### config.mk
export PLATFORM = sky130hd
export DESIGN_NAME = qspi_cmd_seq
export DESIGN_NICKNAME = d
export VERILOG_FILES = /design/src/rtl/qseq_pkg.sv /design/src/rtl/qseq_rst_sync.sv /design/src/rtl/qseq_phase_pick.sv /design/src/rtl/qseq_lane_mux.sv /design/src/rtl/qspi_cmd_seq.sv
export SDC_FILE = /design/constraint.sdc
export NUM_CORES = 1
export LEC_CHECK = 0
export ABC_AREA = 1
export ABC_CLOCK_PERIOD_IN_PS = 5000
export CELL_PAD_IN_SITES_DETAIL_PLACEMENT = 1
export CELL_PAD_IN_SITES_GLOBAL_PLACEMENT = 1
export CORE_MARGIN = 10
export CORE_UTILIZATION = 36
export DETAILED_ROUTE_END_ITERATION = 12
export PLACE_DENSITY = 0.81
export SETUP_SLACK_MARGIN = 0.3
export SLEW_MARGIN = 20
export SYNTH_ARGS = -nofsm -noshare
export SYNTH_HDL_FRONTEND = slang
export SYNTH_SLANG_ARGS = --single-unit
### constraint.sdc
create_clock -name clk -period 5 [get_ports clk]
set_input_delay 0.75 -clock clk [delete_from_list [all_inputs] [get_ports clk]]
set_output_delay 0.75 -clock clk [all_outputs]
set_load 0.01 [all_outputs]
### src/rtl/qseq_pkg.sv
package qseq_pkg;

  typedef enum logic [2:0] {
    PH_CMD  = 3'd0,
    PH_ADR  = 3'd1,
    PH_ALT  = 3'd2,
    PH_DUM  = 3'd3,
    PH_DAT  = 3'd4,
    PH_NONE = 3'd7
  } qseq_ph_e;

  typedef enum logic [1:0] {
    ST_IDLE = 2'd0,
    ST_RUN  = 2'd1,
    ST_GAP  = 2'd2
  } qseq_st_e;

  typedef struct packed {
    logic [7:0] op;
    logic       dir;
    logic [1:0] cmd_ln;
    logic [1:0] adr_ln;
    logic [1:0] alt_ln;
    logic [1:0] dat_ln;
  } qseq_desc_t;

  // Number of lanes for a lane code.
  function automatic logic [2:0] lane_cnt(input logic [1:0] code);
    case (code)
      2'd1:    lane_cnt = 3'd1;
      2'd2:    lane_cnt = 3'd2;
      2'd3:    lane_cnt = 3'd4;
      default: lane_cnt = 3'd0;
    endcase
  endfunction

  // Serial clocks per byte, minus one, for a lane code.
  function automatic logic [2:0] clk_per_byte_m1(input logic [1:0] code);
    case (code)
      2'd1:    clk_per_byte_m1 = 3'd7;
      2'd2:    clk_per_byte_m1 = 3'd3;
      2'd3:    clk_per_byte_m1 = 3'd1;
      default: clk_per_byte_m1 = 3'd0;
    endcase
  endfunction

endpackage

### src/rtl/qseq_rst_sync.sv
module qseq_rst_sync #(
  parameter int STAGES = 2
) (
  input  logic clk,
  input  logic arst_n,
  output logic rst_no
);
  logic [STAGES-1:0] sync_q;

  always_ff @(posedge clk or negedge arst_n) begin
    if (!arst_n) sync_q <= '0;
    else         sync_q <= {sync_q[STAGES-2:0], 1'b1};
  end

  assign rst_no = sync_q[STAGES-1];
endmodule

### src/rtl/qseq_phase_pick.sv
module qseq_phase_pick
  import qseq_pkg::*;
#(
  parameter int NPH = 5
) (
  input  qseq_ph_e       cur_i,
  input  logic [NPH-1:0] present_i,
  output qseq_ph_e       nxt_o
);
  // First present phase strictly after cur_i, PH_NONE meaning "before all".
  always_comb begin
    nxt_o = PH_NONE;
    for (int k = NPH - 1; k >= 0; k--) begin
      if (present_i[k] && (cur_i == PH_NONE || k > int'(cur_i))) begin
        nxt_o = qseq_ph_e'(3'(k));
      end
    end
  end
endmodule

### src/rtl/qseq_lane_mux.sv
module qseq_lane_mux (
  input  logic [1:0] lanes_i,
  input  logic       drive_i,
  input  logic [7:0] sh_i,
  input  logic [7:0] rsh_i,
  input  logic [3:0] io_in_i,
  output logic [3:0] out_o,
  output logic [3:0] oe_o,
  output logic [7:0] rd_next_o
);
  always_comb begin
    out_o = 4'b0000;
    oe_o  = 4'b0000;
    if (drive_i) begin
      case (lanes_i)
        2'd1: begin out_o = {3'b000, sh_i[7]};   oe_o = 4'b0001; end
        2'd2: begin out_o = {2'b00, sh_i[7:6]};  oe_o = 4'b0011; end
        2'd3: begin out_o = sh_i[7:4];           oe_o = 4'b1111; end
        default: ;
      endcase
    end
  end

  always_comb begin
    case (lanes_i)
      2'd1:    rd_next_o = {rsh_i[6:0], io_in_i[1]};
      2'd2:    rd_next_o = {rsh_i[5:0], io_in_i[1:0]};
      2'd3:    rd_next_o = {rsh_i[3:0], io_in_i[3:0]};
      default: rd_next_o = rsh_i;
    endcase
  end
endmodule

### src/rtl/qspi_cmd_seq.sv
module qspi_cmd_seq
  import qseq_pkg::*;
#(
  parameter int AW   = 32,
  parameter int LENW = 16,
  parameter int DUMW = 5
) (
  input  logic                    clk,
  input  logic                    rst_n,
  input  logic                    start_i,
  input  logic [7:0]              op_code_i,
  input  logic                    op_dir_i,
  input  logic [1:0]              cmd_lanes_i,
  input  logic [1:0]              adr_lanes_i,
  input  logic [$clog2(AW/8)-1:0] adr_len_i,
  input  logic [1:0]              alt_lanes_i,
  input  logic [$clog2(AW/8)-1:0] alt_len_i,
  input  logic [DUMW-1:0]         dummy_i,
  input  logic [1:0]              dat_lanes_i,
  input  logic [LENW-1:0]         xfer_len_i,
  input  logic [AW-1:0]           adr_i,
  input  logic [AW-1:0]           alt_i,
  input  logic [7:0]              wr_data_i,
  output logic                    wr_take_o,
  output logic [7:0]              rd_data_o,
  output logic                    rd_valid_o,
  output logic                    done_o,
  output logic                    cs_n_o,
  output logic                    sck_o,
  output logic [3:0]              io_out_o,
  output logic [3:0]              io_oe_o,
  input  logic [3:0]              io_in_i
);
  localparam int AB  = AW / 8;
  localparam int ABW = $clog2(AB);
  localparam int CLW = (DUMW > 3) ? DUMW : 3;
  localparam int NPH = 5;

  logic rst_s;
  qseq_rst_sync #(.STAGES(2)) u_rst (.clk(clk), .arst_n(rst_n), .rst_no(rst_s));

  qseq_st_e        st_q, st_n;
  qseq_ph_e        ph_q, ph_n;
  logic            sck_q, sck_n;
  logic [CLW-1:0]  cl_q, cl_n;
  logic [LENW-1:0] bl_q, bl_n;
  logic [7:0]      sh_q, sh_n, rsh_q, rsh_n, rdd_q, rdd_n;
  logic            rdv_q, rdv_n;
  logic            gap_q, gap_n;
  logic [AW-1:0]   adr_q, adr_n, alt_q, alt_n;
  qseq_desc_t      d_q, d_n;
  logic [ABW-1:0]  al_q, al_n, tl_q, tl_n;
  logic [DUMW-1:0] dm_q, dm_n;
  logic [LENW-1:0] ln_q, ln_n;

  // Active descriptor: ports while idle (for the start cycle), latched otherwise.
  qseq_desc_t      d_in, d_a;
  logic [ABW-1:0]  al_a, tl_a;
  logic [DUMW-1:0] dm_a;
  logic [LENW-1:0] ln_a;
  logic [AW-1:0]   adr_a, alt_a;
  logic            idle;

  assign idle = (st_q == ST_IDLE);

  always_comb begin
    d_in.op     = op_code_i;
    d_in.dir    = op_dir_i;
    d_in.cmd_ln = cmd_lanes_i;
    d_in.adr_ln = adr_lanes_i;
    d_in.alt_ln = alt_lanes_i;
    d_in.dat_ln = dat_lanes_i;
  end

  assign d_a   = idle ? d_in : d_q;
  assign al_a  = idle ? adr_len_i : al_q;
  assign tl_a  = idle ? alt_len_i : tl_q;
  assign dm_a  = idle ? dummy_i : dm_q;
  assign ln_a  = idle ? xfer_len_i : ln_q;
  assign adr_a = idle ? (adr_i << (8 * (AB - 1 - int'(adr_len_i)))) : adr_q;
  assign alt_a = idle ? (alt_i << (8 * (AB - 1 - int'(alt_len_i)))) : alt_q;

  // Phase presence and next-phase selection.
  logic [NPH-1:0] present;
  qseq_ph_e       nxt, cur_sel, tgt;

  assign present[0] = |d_a.cmd_ln;
  assign present[1] = |d_a.adr_ln;
  assign present[2] = |d_a.alt_ln;
  assign present[3] = |dm_a;
  assign present[4] = (|d_a.dat_ln) && (|ln_a);
  assign cur_sel    = idle ? PH_NONE : ph_q;

  qseq_phase_pick #(.NPH(NPH)) u_pick (
    .cur_i    (cur_sel),
    .present_i(present),
    .nxt_o    (nxt)
  );

  // Same phase continues with another byte, or move to the next phase.
  logic same;
  assign same = (st_q == ST_RUN) && (cl_q == '0) && (ph_q != PH_DUM) && (bl_q != '0);
  assign tgt  = same ? ph_q : nxt;

  logic [1:0]      tgt_ln, cur_ln;
  logic [CLW-1:0]  ld_cl;
  logic [LENW-1:0] ld_bl;
  logic [7:0]      ld_sh;

  always_comb begin
    case (tgt)
      PH_CMD:  tgt_ln = d_a.cmd_ln;
      PH_ADR:  tgt_ln = d_a.adr_ln;
      PH_ALT:  tgt_ln = d_a.alt_ln;
      PH_DAT:  tgt_ln = d_a.dat_ln;
      default: tgt_ln = 2'd0;
    endcase
    case (ph_q)
      PH_CMD:  cur_ln = d_q.cmd_ln;
      PH_ADR:  cur_ln = d_q.adr_ln;
      PH_ALT:  cur_ln = d_q.alt_ln;
      PH_DAT:  cur_ln = d_q.dat_ln;
      default: cur_ln = 2'd0;
    endcase
  end

  always_comb begin
    if (tgt == PH_DUM) ld_cl = CLW'(dm_a) - CLW'(1);
    else               ld_cl = CLW'(clk_per_byte_m1(tgt_ln));
    if (same) ld_bl = bl_q - LENW'(1);
    else begin
      case (tgt)
        PH_ADR:  ld_bl = LENW'(al_a);
        PH_ALT:  ld_bl = LENW'(tl_a);
        PH_DAT:  ld_bl = ln_a - LENW'(1);
        default: ld_bl = '0;
      endcase
    end
    case (tgt)
      PH_CMD:  ld_sh = d_a.op;
      PH_ADR:  ld_sh = adr_a[AW-1 -: 8];
      PH_ALT:  ld_sh = alt_a[AW-1 -: 8];
      PH_DAT:  ld_sh = wr_data_i;
      default: ld_sh = 8'h00;
    endcase
  end

  // Lane drive and input gathering.
  logic       drive;
  logic [7:0] rd_next;

  assign drive = (st_q == ST_RUN) &&
                 ((ph_q == PH_CMD) || (ph_q == PH_ADR) || (ph_q == PH_ALT) ||
                  ((ph_q == PH_DAT) && d_q.dir));

  qseq_lane_mux u_lanes (
    .lanes_i  (cur_ln),
    .drive_i  (drive),
    .sh_i     (sh_q),
    .rsh_i    (rsh_q),
    .io_in_i  (io_in_i),
    .out_o    (io_out_o),
    .oe_o     (io_oe_o),
    .rd_next_o(rd_next)
  );

  // Next-state logic.
  logic take;

  always_comb begin
    st_n  = st_q;   ph_n  = ph_q;   sck_n = sck_q;
    cl_n  = cl_q;   bl_n  = bl_q;   sh_n  = sh_q;
    rsh_n = rsh_q;  rdd_n = rdd_q;  rdv_n = 1'b0;
    gap_n = gap_q;  adr_n = adr_q;  alt_n = alt_q;
    d_n   = d_q;    al_n  = al_q;   tl_n  = tl_q;
    dm_n  = dm_q;   ln_n  = ln_q;   take  = 1'b0;
    case (st_q)
      ST_IDLE: begin
        if (start_i) begin
          d_n   = d_in;      al_n = adr_len_i; tl_n = alt_len_i;
          dm_n  = dummy_i;   ln_n = xfer_len_i;
          adr_n = adr_a;     alt_n = alt_a;
          if (nxt == PH_NONE) begin
            st_n  = ST_GAP;
            gap_n = 1'b0;
          end else begin
            st_n  = ST_RUN;
            ph_n  = nxt;
            sck_n = 1'b0;
            cl_n  = ld_cl;
            bl_n  = ld_bl;
            sh_n  = ld_sh;
            if (nxt == PH_ADR) adr_n = adr_a << 8;
            if (nxt == PH_ALT) alt_n = alt_a << 8;
            take  = (nxt == PH_DAT) && d_in.dir;
          end
        end
      end
      ST_RUN: begin
        if (!sck_q) begin
          sck_n = 1'b1;
          if (ph_q == PH_DAT && !d_q.dir) begin
            rsh_n = rd_next;
            if (cl_q == '0) begin
              rdv_n = 1'b1;
              rdd_n = rd_next;
            end
          end
        end else begin
          sck_n = 1'b0;
          if (cl_q != '0) begin
            cl_n = cl_q - CLW'(1);
            sh_n = sh_q << lane_cnt(cur_ln);
          end else if (tgt == PH_NONE) begin
            st_n  = ST_GAP;
            gap_n = 1'b0;
            ph_n  = PH_NONE;
          end else begin
            ph_n = tgt;
            cl_n = ld_cl;
            bl_n = ld_bl;
            sh_n = ld_sh;
            if (tgt == PH_ADR) adr_n = adr_q << 8;
            if (tgt == PH_ALT) alt_n = alt_q << 8;
            take = (tgt == PH_DAT) && d_q.dir;
          end
        end
      end
      ST_GAP: begin
        gap_n = 1'b1;
        if (gap_q) st_n = ST_IDLE;
      end
      default: st_n = ST_IDLE;
    endcase
  end

  // Registers.
  always_ff @(posedge clk or negedge rst_s) begin
    if (!rst_s) begin
      st_q  <= ST_IDLE; ph_q  <= PH_NONE; sck_q <= 1'b0;
      cl_q  <= '0;      bl_q  <= '0;      sh_q  <= '0;
      rsh_q <= '0;      rdd_q <= '0;      rdv_q <= 1'b0;
      gap_q <= 1'b0;    adr_q <= '0;      alt_q <= '0;
      d_q   <= '0;      al_q  <= '0;      tl_q  <= '0;
      dm_q  <= '0;      ln_q  <= '0;
    end else begin
      st_q  <= st_n;    ph_q  <= ph_n;    sck_q <= sck_n;
      cl_q  <= cl_n;    bl_q  <= bl_n;    sh_q  <= sh_n;
      rsh_q <= rsh_n;   rdd_q <= rdd_n;   rdv_q <= rdv_n;
      gap_q <= gap_n;   adr_q <= adr_n;   alt_q <= alt_n;
      d_q   <= d_n;     al_q  <= al_n;    tl_q  <= tl_n;
      dm_q  <= dm_n;    ln_q  <= ln_n;
    end
  end

  assign cs_n_o     = (st_q != ST_RUN);
  assign sck_o      = sck_q;
  assign done_o     = (st_q == ST_GAP) && gap_q;
  assign rd_valid_o = rdv_q;
  assign rd_data_o  = rdd_q;
  assign wr_take_o  = take;

endmodule

==> flow_summary.toml, run 1 <==
[clock_network]
postCtsSetupBuffers = 0
cts-buffers-inserted = 17
clk_path_buf_depth = 2
clk_pin_slew_ns = 0.07
cts_sinks = 161
tritoncts = "built"
clock-root-buffer = "clkbuf_16"
clk_latency_ns = 0.44
hold_buffers = 0
htree_num_levels = 4
cts_resized = 1

[floorplanning]
core.rowCount = 64
dieArea_um2 = 39000
io_pins = 142
initial_core_util = 0.368
die_height_um = 198
die_w_um = 198
core_area_um2 = 30800

[worst_setup_path]
path_max_fanout = 51
reg2reg_depth = 19
end_kind = "output port"
worstPathArrival_ns = 3.59
critPathKind = "register to output port"
critPathRequiredTime_ns = 4.25
cp-start-kind = "register"

[yosys]
synthesis.area_um2 = 11400
netlist.area_leader.share = 0.348
synth-seq-area-share = 0.355
yosys-top-cells-area = "dfrtp_1, nand2_1, o21ai_0, inv_1, a21oi_1"
synth_edf_count = 0
synth_flop_cell = "dfrtp_1"
yosys.cell_types.count = 47
post-synth-top-count-cell = "nand2_1"
syn_inst = 1712
synth_top_cell_by_area = "dfrtp_1"
synthArstFlopShare = 1.00
ys_seq_elements = 161
syn_area_per_cell_um2 = 6.63
synthTopCellsByCount = "nand2_1, o21ai_0, inv_1"
synth_warnings = 0
syn-num-nets = 1844

[global_routing]
grt_overflow_total = 0
grt_pass1_vias = 12300
grt_max_degree = 74
grt_util_all_layers = 0.206
grt_pass1_wl_um = 65400
antenna_found_initial = 0

[cells_and_area]
areaGrowthSynthToFinish_pct = 20.0
final_util = 0.442
drive_gt1_frac = 0.0587
n_antenna_cell = 0
final_nets = 1925
postLayoutCellArea_um2 = 13600

[power]
ir_drop_v = 0.000425
power_density_nw_per_um2 = 775
total_leakage_power_nw = 6.25

[sta]
slew_headroom = 0.314
skew_ns = 0.0150
final-hold-violation-count = 0
fmax_mhz = 230
setup-tns-final_ns = 0
fin_crit_sh = 0.868
worstMarginPinSlew_ns = 1.02
finalSetupViolations = 0
min_period_ns = 4.34
hold_ws_ns = 0.298
slew_viol_final = 0
rsz0062_at_grt = "false"

[placed_design]
io_buffers = 141
placed_cell_area_um2 = 13000
dpl.hpwl_um = 28800
place_congestion = 0.940

[route]
drt_iter0_drc = 741
post_drt_via_cell_ratio = 5.45
drtPass1Iterations = 5
routedWlPerCell_um = 18.3
vias = 12000
drcViolationCount = 0
drt-total-wl_um = 40400
ant_nets = 0

[flow_run]
max_cap_violations = 0

[run_status]
status = "finished clean"

[min_path]
hold_path.class = "register to asynchronous set/reset pin"
[final timing paths]
kind	start	endpoint	slack [ns]
worst max-delay path	st_q[1]$_DFFE_PN0P_	wr_take_o	0.66
worst max register to register	st_q[1]$_DFFE_PN0P_	cl_q[1]$_DFFE_PN0P_	0.91
max in group asynchronous	u_rst.sync_q[1]$_DFF_PN0_	al_q[0]$_DFFE_PN0P_	3.43
worst min-delay path	u_rst.sync_q[1]$_DFF_PN0_	d_q[11]$_DFFE_PN0P_	0.30
worst min register to register	u_rst.sync_q[1]$_DFF_PN0_	d_q[11]$_DFFE_PN0P_	0.30
min in group clk	u_rst.sync_q[0]$_DFF_PN0_	u_rst.sync_q[1]$_DFF_PN0_	0.36
[layout by cell type (no fill, tap or decap), drive strengths merged, types with 11 or more instances in the layout]
master	instances
clkdlybuf4s50	139
a21oi	114
xor2	17
o211ai	22
mux2i	16
o21ai	270
nand2	484
o31ai	17
nor3	15
ha	11
buf	24
o22ai	36
inv	172
clkbuf	21
nand3	85
nor2	144
dfrtp	158
[critical path, stage by stage (launching register included)]
cell and delay (ns):
dfrtp_1 0.48, nor2_4 0.34, buf_12 0.26, buf_4 0.50, o21ai_1 0.16, nand2_1 0.10
nand2_1 0.14, nand4_1 0.15, nand2_2 0.15, nand3_1 0.16, inv_2 0.13, nand2_1 0.22
o32ai_1 0.15, dlymetal6s2s_1 0.21
[metrics by stage]
step	instances	worst slack [ns]	power, mW
detailed placement	2169	0.473	9.04
global placement	2169	0.561	8.77
CTS	2200	0.308	10.6
floorplan	1712	1.41	7.21
finish	2201	0.659	10.6
global route	2201	0.405	11.6
[where the power goes]
group          switching [mW]  leakage, nW  total, mW  internal [mW]
combinational            4.83         3.95       6.93           2.10
clock                   0.573        0.285       1.42          0.845
sequential              0.343         2.02       2.22           1.87
[area by class of cell]
type                    count  area [µm²]
repair buffers            164        1610
well taps                 396         495
clock buffers              21         450
clock inverters            10         160
fillers                  3974       17200
flip-flops and latches    161        4040
multi-input cells        1274        6210
inverters                 175         657
[flip-flops by register name, indices dropped and copies added, names as in the netlist]
name,count
adr_q,32
al_q,2
alt_q,32
bl_q,16
cl_q,5
d_q,17
dm_q,5
gap_q,1
ln_q,16
ph_q,3
rd_data_o,8
rd_valid_o,1
rsh_q,8
sck_o,1
sh_q,8
st_q,2
tl_q,2
u_rst.sync_q,2
[layer usage]
layer,up-vias,share of wire,track usage
li1,5819,-,-
met1,5893,0.45,0.257
met2,242,0.49,0.357
met3,48,0.046,0.0337
met4,0,0.020,0.0632
met5,-,0,0
[kinds of logic after synthesis]
family / after synthesis / share of synthesized area
adder cells (fa/ha/maj): 11 / 0.0121
buffers and inverters: 277 / 0.0992
flip-flops: 161 / 0.355
XOR/XNOR: 21 / 0.0162
multiplexers: 16 / 0.0141
other: 1 / 0.000330
AO/OA/AOI/OAI: 482 / 0.234
AND/OR/NAND/NOR: 743 / 0.269
Power figures use the tool's default switching activity.
==> run 2, diff against run 1 <==
--- a/config.mk
+++ b/config.mk
@@ -7,10 +7,12 @@
 export LEC_CHECK = 0
 export ABC_AREA = 1
 export ABC_CLOCK_PERIOD_IN_PS = 5000
+export CAP_MARGIN = 0
 export CELL_PAD_IN_SITES_DETAIL_PLACEMENT = 1
 export CELL_PAD_IN_SITES_GLOBAL_PLACEMENT = 1
 export CORE_MARGIN = 10
 export CORE_UTILIZATION = 36
+export CTS_CLUSTER_SIZE = 12
 export DETAILED_ROUTE_END_ITERATION = 12
 export PLACE_DENSITY = 0.81
 export SETUP_SLACK_MARGIN = 0.3
==> results of run 2 <==
The final DEF is identical to that of run 1; final timing and power are the same.
==> run 3, diff against run 2 <==
--- a/config.mk
+++ b/config.mk
@@ -6,15 +6,15 @@
 export NUM_CORES = 1
 export LEC_CHECK = 0
 export ABC_AREA = 1
-export ABC_CLOCK_PERIOD_IN_PS = 5000
+export ABC_CLOCK_PERIOD_IN_PS = 4800
 export CAP_MARGIN = 0
 export CELL_PAD_IN_SITES_DETAIL_PLACEMENT = 1
 export CELL_PAD_IN_SITES_GLOBAL_PLACEMENT = 1
 export CORE_MARGIN = 10
-export CORE_UTILIZATION = 36
+export CORE_UTILIZATION = 40
 export CTS_CLUSTER_SIZE = 12
 export DETAILED_ROUTE_END_ITERATION = 12
-export PLACE_DENSITY = 0.81
+export PLACE_DENSITY = 0.85
 export SETUP_SLACK_MARGIN = 0.3
 export SLEW_MARGIN = 20
 export SYNTH_ARGS = -nofsm -noshare
==> constraint.sdc (replaced) <==
create_clock -name clk -period 4.8 [get_ports clk]
set_input_delay 0.72 -clock clk [delete_from_list [all_inputs] [get_ports clk]]
set_output_delay 0.72 -clock clk [all_outputs]
set_load 0.01 [all_outputs]
==> flow_summary.toml, run 3 (synthesis results as in run 1) <==
[clock_network]
clk_path_buf_depth = 2
htree_num_levels = 4
cts_sinks = 161
cts-buffers-inserted = 17
tritoncts = "built"
clk_latency_ns = 0.44
clock-root-buffer = "clkbuf_16"
clk_pin_slew_ns = 0.07

[route]
post_drt_via_cell_ratio = 5.52
drt_iter0_drc = 865
vias = 12100
ant_nets = 0
routedWlPerCell_um = 18.5
drtPass1Iterations = 7
drt-total-wl_um = 40500
drcViolationCount = 0

[floorplanning]
core.rowCount = 61
io_pins = 142
die_height_um = 188
core_area_um2 = 27900
initial_core_util = 0.408
dieArea_um2 = 35500
die_w_um = 188

[worst_setup_path]
cp_cell_sequence = "inv_1, nor3_1, nand2_1, o21ai_0, nor3_1, inv_1, ha_2, inv_1, nor2_1, inv_1, nor3_1, clkdlybuf4s50_1"
critPathRequiredTime_ns = 4.08
r2r_slack_ns = 0.94
cpMostUsedCell = "inv_1"
reg2reg_depth = 23
worstPathArrival_ns = 3.45
cp-start-kind = "register"
slowest_stage = "clkdlybuf4s50_1"
path_max_fanout = 11
end_kind = "output port"
max_stage_delay_ns = 0.60
r2r_end = "cl_q[1]$_DFFE_PN0P_"
r2r-start = "st_q[0]$_DFFE_PN0P_"
critPathKind = "register to output port"

[sta]
setup-tns-final_ns = 0
worstMarginPinSlew_ns = 0.888
min_period_ns = 4.17
slew_viol_final = 0
rsz0062_at_grt = "false"
fin_crit_sh = 0.870
finalSetupViolations = 0
fmax_mhz = 240
skew_ns = 0.0103
slew_headroom = 0.408
final-hold-violation-count = 0

[cells_and_area]
ff_latch_area_um2 = 4040
n_antenna_cell = 0
final_nets = 1927
fillers = 3654
layout_commonest_cell = "nand2_1"
final_cell_mix = "nand2_1, o21ai_0, inv_1, dfrtp_1, clkdlybuf4s50_1"
largestRegisters = "adr_q (32), alt_q (32), d_q (17)"
areaGrowthSynthToFinish_pct = 20.0
drive_gt1_frac = 0.0647
multi_input_comb_area_um2 = 6220

[global_routing]
grt_max_degree = 124
grt_pass1_vias = 12600
antenna_found_initial = 1
grt_overflow_total = 0
grt_util_all_layers = 0.225
grt_pass1_wl_um = 66100

[power]
ir_drop_v = 0.000460
power_density_nw_per_um2 = 810
total_leakage_power_nw = 6.27
power_mw = 11.0

[placed_design]
place_congestion = 0.932
dpl.hpwl_um = 29100
io_buffers = 141

[min_path]
hold_path.class = "register to asynchronous set/reset pin"

[run_status]
status = "finished clean"

[flow_run]
max_cap_violations = 0
[run 3: changes by cell type in the layout (fill, tap and decap cells not counted), moves of 2 or more]
cell	change
buf_4	+2
inv_6	+5
clkbuf_1	-3
ha_2	+2
clkinv_4	+2
ha_1	-2
[run 3: how the worst max path moves through the flow]
| stage | from | to | slack (ns) | cells past startpoint |
|---|---|---|---|---|
| floorplan | st_q[1]$_DFFE_PN0P_ | cl_q[1]$_DFFE_PN0P_ | 1.21 | 28 |
| global route | ph_q[2]$_DFFE_PN1P_ | io_out_o[0] | 0.38 | 11 |
| global placement | dummy_i[0] | wr_take_o | 0.44 | 16 |
| detailed placement | xfer_len_i[0] | wr_take_o | 0.30 | 15 |
| CTS | bl_q[0]$_DFFE_PN0P_ | wr_take_o | 0.34 | 16 |
| finish | ph_q[1]$_DFFE_PN1P_ | io_out_o[2] | 0.63 | 12 |
[run 3: layout make-up]
class                           instances  area share
Clock buffer                           17      0.0312
Clock inverter                         15      0.0133
Inverter                              175      0.0487
Multi-Input combinational cell       1274       0.456
Sequential cell                       161       0.296
Tap cell                              378      0.0347
Timing Repair Buffer                  166       0.119
[run 3: per-layer routing]
metal | track usage | routed length (µm) | vias to the layer above
met5 | 0 | 0 | -
met4 | 0.0650 | 872 | 0
met3 | 0.0301 | 1650 | 62
met2 | 0.398 | 20400 | 293
met1 | 0.277 | 17500 | 5881
li1 | - | - | 5822
[run 3: timing repair]
| item | 4_1_cts | 5_1_grt |
|---|---|---|
| setup endpoints to repair | 1 | 13 |
| setup buffers | 2 | 0 |
| gates resized for setup | 5 | 6 |
| pin swaps | 1 | 1 |
| cloned | 0 | 0 |
| hold buffers | 0 | 0 |
[run 3: power by group]
part           internal [mW]  switching, mW
registers               1.95          0.359
logic                   2.22           5.06
clock network          0.826          0.619
[run 3: worst max-delay path: cells and delay by family (launching register included)]
| family | cells | cell delay (ns) |
|---|---|---|
| DFF | 1 | 0.59 |
| AOI/OAI and AO/OA | 1 | 0.09 |
| adders and majority gates | 1 | 0.31 |
| buffers and inverters | 5 | 1.10 |
| and+or+nand+nor | 5 | 0.94 |
[run 3: metrics by stage]
stage	cells	worst slack [ns]	area [µm²]	hold slack [ns]	utilization
2_1_floorplan	1712	1.21	11400	0.331	-
3_3_place_gp	2152	0.440	13000	0.315	0.466
3_5_place_dp	2152	0.305	13000	0.319	0.466
4_1_cts	2186	0.336	13600	0.329	0.489
5_1_grt	2186	0.377	13600	0.355	0.489
6_report	2186	0.625	13600	0.303	0.489
